[src/rtl/attr_pkg.sv]
package attr_pkg;
    localparam int WORD_W        = 32;
    localparam int COMP_W        = 24;
    localparam int WORDS_PER_VEC = 3;
    localparam int VEC_W         = 4 * COMP_W;
    localparam int CNT_W         = $clog2(WORDS_PER_VEC);

    // x occupies the most significant bits
    typedef struct packed {
        logic [COMP_W-1:0] x;
        logic [COMP_W-1:0] y;
        logic [COMP_W-1:0] z;
        logic [COMP_W-1:0] w;
    } vec4_t;
endpackage

[src/rtl/attr_stage.sv]
module attr_stage
    import attr_pkg::*;
(
    input  logic              clk,
    input  logic              rst_n,
    input  logic              word_vld,
    input  logic [WORD_W-1:0] word,
    input  logic              realign,
    output logic              commit,
    output logic [WORD_W-1:0] word0,
    output logic [WORD_W-1:0] word1,
    output logic [WORD_W-1:0] word2,
    output logic [CNT_W-1:0]  fill
);
    localparam logic [CNT_W-1:0] LAST_SLOT = CNT_W'(WORDS_PER_VEC - 1);

    typedef struct packed {
        logic [CNT_W-1:0]  cnt;
        logic [WORD_W-1:0] first;
        logic [WORD_W-1:0] second;
    } stage_t;

    stage_t stage_d, stage_q;

    always_comb begin
        stage_d = stage_q;
        commit  = 1'b0;
        if (realign) begin
            stage_d.cnt = '0;
        end else if (word_vld) begin
            if (stage_q.cnt == LAST_SLOT) begin
                commit      = 1'b1;
                stage_d.cnt = '0;
            end else begin
                if (stage_q.cnt == '0) begin
                    stage_d.first = word;
                end else begin
                    stage_d.second = word;
                end
                stage_d.cnt = stage_q.cnt + 1'b1;
            end
        end
    end

    always_ff @(posedge clk) begin
        if (!rst_n) begin
            stage_q <= '0;
        end else begin
            stage_q <= stage_d;
        end
    end

    assign word0 = stage_q.first;
    assign word1 = stage_q.second;
    assign word2 = word;
    assign fill  = stage_q.cnt;
endmodule

[src/rtl/attr_unpack.sv]
module attr_unpack
    import attr_pkg::*;
(
    input  logic [WORD_W-1:0] word0,
    input  logic [WORD_W-1:0] word1,
    input  logic [WORD_W-1:0] word2,
    output vec4_t             vec
);
    localparam int SPLIT_A = WORD_W - COMP_W;
    localparam int SPLIT_B = 2 * SPLIT_A;

    always_comb begin
        vec.w = word0[WORD_W-1:SPLIT_A];
        vec.z = {word0[SPLIT_A-1:0], word1[WORD_W-1:WORD_W-(COMP_W-SPLIT_A)]};
        vec.y = {word1[SPLIT_B-1:0], word2[WORD_W-1:COMP_W]};
        vec.x = word2[COMP_W-1:0];
    end
endmodule

[src/rtl/attr_index.sv]
module attr_index #(
    parameter int NUM_ENTRIES = 16,
    parameter int IDX_W       = $clog2(NUM_ENTRIES) + 1
) (
    input  logic             clk,
    input  logic             rst_n,
    input  logic             idx_wr,
    input  logic [IDX_W-1:0] idx_val,
    input  logic             commit,
    output logic [IDX_W-1:0] idx,
    output logic             wr_ok,
    output logic             err
);
    typedef struct packed {
        logic [IDX_W-1:0] idx;
        logic             err;
    } index_t;

    index_t idx_d, idx_q;
    logic   in_range;

    always_comb begin
        idx_d    = idx_q;
        in_range = idx_q.idx < IDX_W'(NUM_ENTRIES);
        wr_ok    = commit && in_range && !idx_wr;
        if (idx_wr) begin
            idx_d.idx = idx_val;
            idx_d.err = 1'b0;
        end else if (commit) begin
            if (in_range) begin
                idx_d.idx = idx_q.idx + 1'b1;
            end else begin
                idx_d.err = 1'b1;
            end
        end
    end

    always_ff @(posedge clk) begin
        if (!rst_n) begin
            idx_q <= '0;
        end else begin
            idx_q <= idx_d;
        end
    end

    assign idx = idx_q.idx;
    assign err = idx_q.err;
endmodule

[src/rtl/attr_mem.sv]
module attr_mem
    import attr_pkg::*;
#(
    parameter int NUM_ENTRIES = 16,
    parameter int RA_W        = $clog2(NUM_ENTRIES),
    parameter int IDX_W       = RA_W + 1
) (
    input  logic             clk,
    input  logic             rst_n,
    input  logic             wr_en,
    input  logic [IDX_W-1:0] wr_addr,
    input  vec4_t            wr_data,
    input  logic             rd_en,
    input  logic [RA_W-1:0]  rd_addr,
    output vec4_t            rd_data
);
    typedef struct packed {
        vec4_t [NUM_ENTRIES-1:0] ent;
        vec4_t                   rd;
    } mem_t;

    mem_t mem_d, mem_q;

    always_comb begin
        mem_d = mem_q;
        if (rd_en) begin
            mem_d.rd = mem_q.ent[rd_addr];
        end
        for (int e = 0; e < NUM_ENTRIES; e++) begin
            if (wr_en && (wr_addr == IDX_W'(e))) begin
                mem_d.ent[e] = wr_data;
            end
        end
    end

    always_ff @(posedge clk) begin
        if (!rst_n) begin
            mem_q <= '0;
        end else begin
            mem_q <= mem_d;
        end
    end

    assign rd_data = mem_q.rd;
endmodule

[src/rtl/attr_loader.sv]
module attr_loader
    import attr_pkg::*;
#(
    parameter int              NUM_ENTRIES = 16,
    parameter int              ADDR_W      = 12,
    parameter logic [11:0]     BASE_ADDR   = 12'h233,
    localparam int             RA_W        = $clog2(NUM_ENTRIES),
    localparam int             IDX_W       = RA_W + 1
) (
    input  logic               clk,
    input  logic               rst_n,
    input  logic               reg_wr_en,
    input  logic [ADDR_W-1:0]  reg_addr,
    input  logic [WORD_W-1:0]  reg_wdata,
    input  logic               idx_wr_en,
    input  logic [IDX_W-1:0]   idx_wdata,
    input  logic               rd_en,
    input  logic [RA_W-1:0]    rd_addr,
    output logic [VEC_W-1:0]   rd_data,
    output logic               attr_err
);
    localparam logic [ADDR_W-1:0] WIN_LO = ADDR_W'(BASE_ADDR);
    localparam logic [ADDR_W-1:0] WIN_HI = ADDR_W'(BASE_ADDR + WORDS_PER_VEC - 1);

    logic              word_hit;
    logic              stage_commit;
    logic [WORD_W-1:0] w0, w1, w2;
    logic [CNT_W-1:0]  stage_fill;
    vec4_t             unpacked;
    logic [IDX_W-1:0]  cur_idx;
    logic              mem_we;
    vec4_t             rd_vec;

    assign word_hit = reg_wr_en && (reg_addr >= WIN_LO) && (reg_addr <= WIN_HI);

    attr_stage u_stage (
        .clk      (clk),
        .rst_n    (rst_n),
        .word_vld (word_hit),
        .word     (reg_wdata),
        .realign  (idx_wr_en),
        .commit   (stage_commit),
        .word0    (w0),
        .word1    (w1),
        .word2    (w2),
        .fill     (stage_fill)
    );

    attr_unpack u_unpack (
        .word0 (w0),
        .word1 (w1),
        .word2 (w2),
        .vec   (unpacked)
    );

    attr_index #(.NUM_ENTRIES(NUM_ENTRIES), .IDX_W(IDX_W)) u_index (
        .clk     (clk),
        .rst_n   (rst_n),
        .idx_wr  (idx_wr_en),
        .idx_val (idx_wdata),
        .commit  (stage_commit),
        .idx     (cur_idx),
        .wr_ok   (mem_we),
        .err     (attr_err)
    );

    attr_mem #(.NUM_ENTRIES(NUM_ENTRIES), .RA_W(RA_W), .IDX_W(IDX_W)) u_mem (
        .clk     (clk),
        .rst_n   (rst_n),
        .wr_en   (mem_we),
        .wr_addr (cur_idx),
        .wr_data (unpacked),
        .rd_en   (rd_en),
        .rd_addr (rd_addr),
        .rd_data (rd_vec)
    );

    assign rd_data = rd_vec;
endmodule

[config.mk]
export PLATFORM = sky130hd
export DESIGN_NAME = attr_loader
export DESIGN_NICKNAME = d
export VERILOG_FILES = /design/src/rtl/attr_pkg.sv /design/src/rtl/attr_stage.sv /design/src/rtl/attr_unpack.sv /design/src/rtl/attr_index.sv /design/src/rtl/attr_mem.sv /design/src/rtl/attr_loader.sv
export SDC_FILE = /design/constraint.sdc
export NUM_CORES = 2
export LEC_CHECK = 0
export CORE_UTILIZATION = 50
export CTS_BUF_LIST = sky130_fd_sc_hd__clkbuf_16
export DETAILED_ROUTE_END_ITERATION = 6
export GPL_ROUTABILITY_DRIVEN = 0
export PLACE_DENSITY_LB_ADDON = 0.15
export SLEW_MARGIN = 20
export SYNTH_ARGS = -nofsm -noshare
export SYNTH_HDL_FRONTEND = slang
export SYNTH_SLANG_ARGS = --single-unit
[constraint.sdc]
create_clock -name clk -period 2 [get_ports clk]
set_clock_uncertainty 0.2 [all_clocks]
set_input_delay 0.3 -clock clk [delete_from_list [all_inputs] [get_ports clk]]
set_output_delay 0.3 -clock clk [all_outputs]
set_load 0.05 [all_outputs]
==> results.ini <==
[place]
dp.cells = 9487
place_area_um2 = 81100
io_buffers = 154
dp_hpwl_mm = 144

[setup_path]
critical_path.cell_chain = inv_4 -> ha_4 -> and2_4 -> buf_6 -> nand4_1 -> buf_6 -> buf_12 -> buf_16 -> mux2i_2
slowest_delay_ps = 390
crit_fanout = 8
cp.depth = 9
cp.required_ps = 2540
r2r_setup_slack_ps = -40
end_kind = flip-flop
critPathBufInv = 5
critPathArrivalTime_ps = 2580
critPathKind = reg -> reg
crit_start = u_index.idx[1]$_SDFFE_PN0P_
cp_top_family = buffers and inverters
crit_path_frequent_cell = buf_6
worstReg2RegStart = u_index.idx[1]$_SDFFE_PN0P_
slowest_stage = dfxtp_4
rr_worst_depth = 9
worstSetupStartpointType = flip-flop
r2r-end = u_mem.mem_q[142]$_SDFFE_PN0P_

[die]
io_pins = 155
die-height_um = 387
die_w_um = 387
dieArea_um2 = 150000
fp.coreArea_um2 = 147000
start_util_pct = 50.3
fp-row-count = 141

[final_layout]
fill_cells = 12300
multi_input_area_um2 = 36200
fin_cells = 9937
seqCellArea_um2 = 34100
drive_gt1_share_pct = 13.6
fin_area_um2 = 89400
area_growth_pct = 20.5
fin_nets = 7919

[global_routing]
grt_max_degree = 169
grt.overflow.total = 0
track_usage_pct = 29.5
antenna_found_initial = 7
grt_pass1_vias = 56200
grt_pass1_wl_mm = 345

[run_status]
outcome = finished with violations
violations = negative setup slack

[worst_hold_path]
min_from = reg_wdata[10]
whs_endpoint = u_mem.mem_q[1618]$_SDFFE_PN0P_
hold_path.class = in -> reg
min_path_cells = 3

[sta]
min_period_over_period_pct = 102
fin_ws_ps = -43.7
slew_headroom_pct = 48.3
hold_viol = 0
rsz0062_at_grt = true
finalSetupViolations = 134
tightestPinTransition_ps = 776
finalCriticalPeriod_ps = 2040
fmax_mhz = 489
slew_viol_final = 0

[route]
drc = 0
first_iter_violations = 5155
wire_per_inst_um = 23.8
finalWirelength_mm = 237
vias_per_cell = 5.82
ant_nets = 0
routed-via-count = 57800
drt-pass1-iter-count = 6

[pwr]
power.leakage_uw = 0.0416
peakVddDrop_mv = 0.742
powerDensity_nw_per_um2 = 792
report.power.total_uw = 70900

[synth]
synthTopCellsByCount = 2272 x mux2i_1, 1830 x nand2_1, 1704 x dfxtp_1
syn_nets = 7733
yosysSeqAreaShare_pct = 45.9
yosys.area.top_type = dfxtp_1
avgSynthCellArea_um2 = 9.68
yosysWarningCount = 0
synthDistinctLibCells = 41
yosysTopAreaCellShare_pct = 45.9
yosys-top-cells-area = dfxtp_1 46%, mux2i_1 31%, nand2_1 9.3%
async_reset_ff_share_pct = 0
netlist_area_um2 = 74200
synth_flop_cell = dfxtp_1
synth-seq-cells = 1704
syn_inst = 7670
yosysMostFrequentCell = mux2i_1
synth_edf_count = 0

[clocking]
clock_latency_ps = 820
clk_path_buf_depth = 3
cts-root-buf = clkbuf_16
cts_tree = yes
clkTransAtPathRegs_ps = 60
cts_sinks = 1704
cts_buffers = 178
h-tree-depth = 4

[flow_run]
maxCapViolCount = 0

-- power by group --
part           total (µW)  switching [µW]  leakage, µW  internal (µW)
sequential          34200             153       0.0137          34100
combinational        4670            3000       0.0250           1680
clock               32000           14100      0.00289          17800
-- metal layers --
| metal | wire (µm) | vias up | GRT usage [%] |
|---|---|---|---|
| met3 | 14500 | 350 | 3.83 |
| li1 | - | 26800 | - |
| met4 | 6480 | 0 | 8.83 |
| met2 | 108000 | 1830 | 47.4 |
| met1 | 108000 | 28900 | 41.1 |
| met5 | 0 | - | 0 |
-- placed cells by master, fill, tap and decap left out, drive strengths merged, types with 4 or more instances in the layout --
cell type      instances
nor2                   6
diode                  4
mux2i               2272
nand2               1830
clkdlybuf4s50         55
a22oi                192
clkinv                93
and4                   5
buf                  697
bufinv                10
clkbuf               223
nor2b                  4
dlygate4sd3           30
nand3                293
and2                   6
a21oi                291
ha                     5
nand4                113
dfxtp               1704
inv                   43
o31ai                 98
o21ai                  5
-- registers in the layout, summed over array words and instances, names as in the netlist --
signal         flops
u_mem.mem_q     1536
u_mem.rd_data     96
u_stage.word0     32
u_stage.word1     32
u_index.idx        5
u_stage.fill       2
u_index.err        1
-- per-stage QoR --
stage / setup TNS [ps] / setup slack [ps] / hold WS, ps / util [%]
after floorplan: 0 / 13.6 / 227 / -
after global placement: -1057880 / -922 / 241 / 55.0
after detailed placement: -1053510 / -949 / 246 / 55.0
after CTS: -4.77 / -2.61 / 0.681 / 59.4
after global routing: -12400 / -88.6 / 24.3 / 60.6
final: -1880 / -43.7 / 45.8 / 60.6
-- timing repair --
item	in CTS	in global routing
endpoints found under the setup margin	1071	822
cloned	9	40
hold buffers	30	0
hold endpoints to repair	338	0
buffers inserted	10	34
resized for setup	89	114
pin swaps	8	30
-- worst max-delay path by stage --
stage | end
floorplan | u_mem.mem_q[496]$_SDFFE_PN0P_
global placement | u_mem.mem_q[1027]$_SDFFE_PN0P_
detailed placement | u_mem.mem_q[1030]$_SDFFE_PN0P_
CTS | u_mem.mem_q[1064]$_SDFFE_PN0P_
global route | u_mem.mem_q[111]$_SDFFE_PN0P_
finish | u_mem.mem_q[142]$_SDFFE_PN0P_
-- tightest hold or removal path: stages --
cell and delay [ps]:
clkdlybuf4s50_1 520, nand4_1 120, a21oi_1 60
-- final cells by class --
| cell class | instances | area share (%) |
|---|---|---|
| clock buffers | 183 | 5.12 |
| diodes | 4 | 0.0112 |
| clock inverters | 144 | 1.10 |
| flip-flops and latches | 1704 | 38.2 |
| repair buffers | 822 | 12.3 |
| inverters | 5 | 0.0294 |
| multi-input cells | 5145 | 40.5 |
| well taps | 1930 | 2.70 |
-- kinds of logic after synthesis --
group                      after synthesis  synth area share (%)
AOI/OAI and AO/OA                      593                  5.00
buffers and inverters                  821                  5.76
DFF                                   1704                  45.9
and+or+nand+nor                       2275                  12.6
muxes                                 2272                  30.6
adders and majority gates                5                0.0843
No activity file was read; power rests on OpenSTA's default activity.
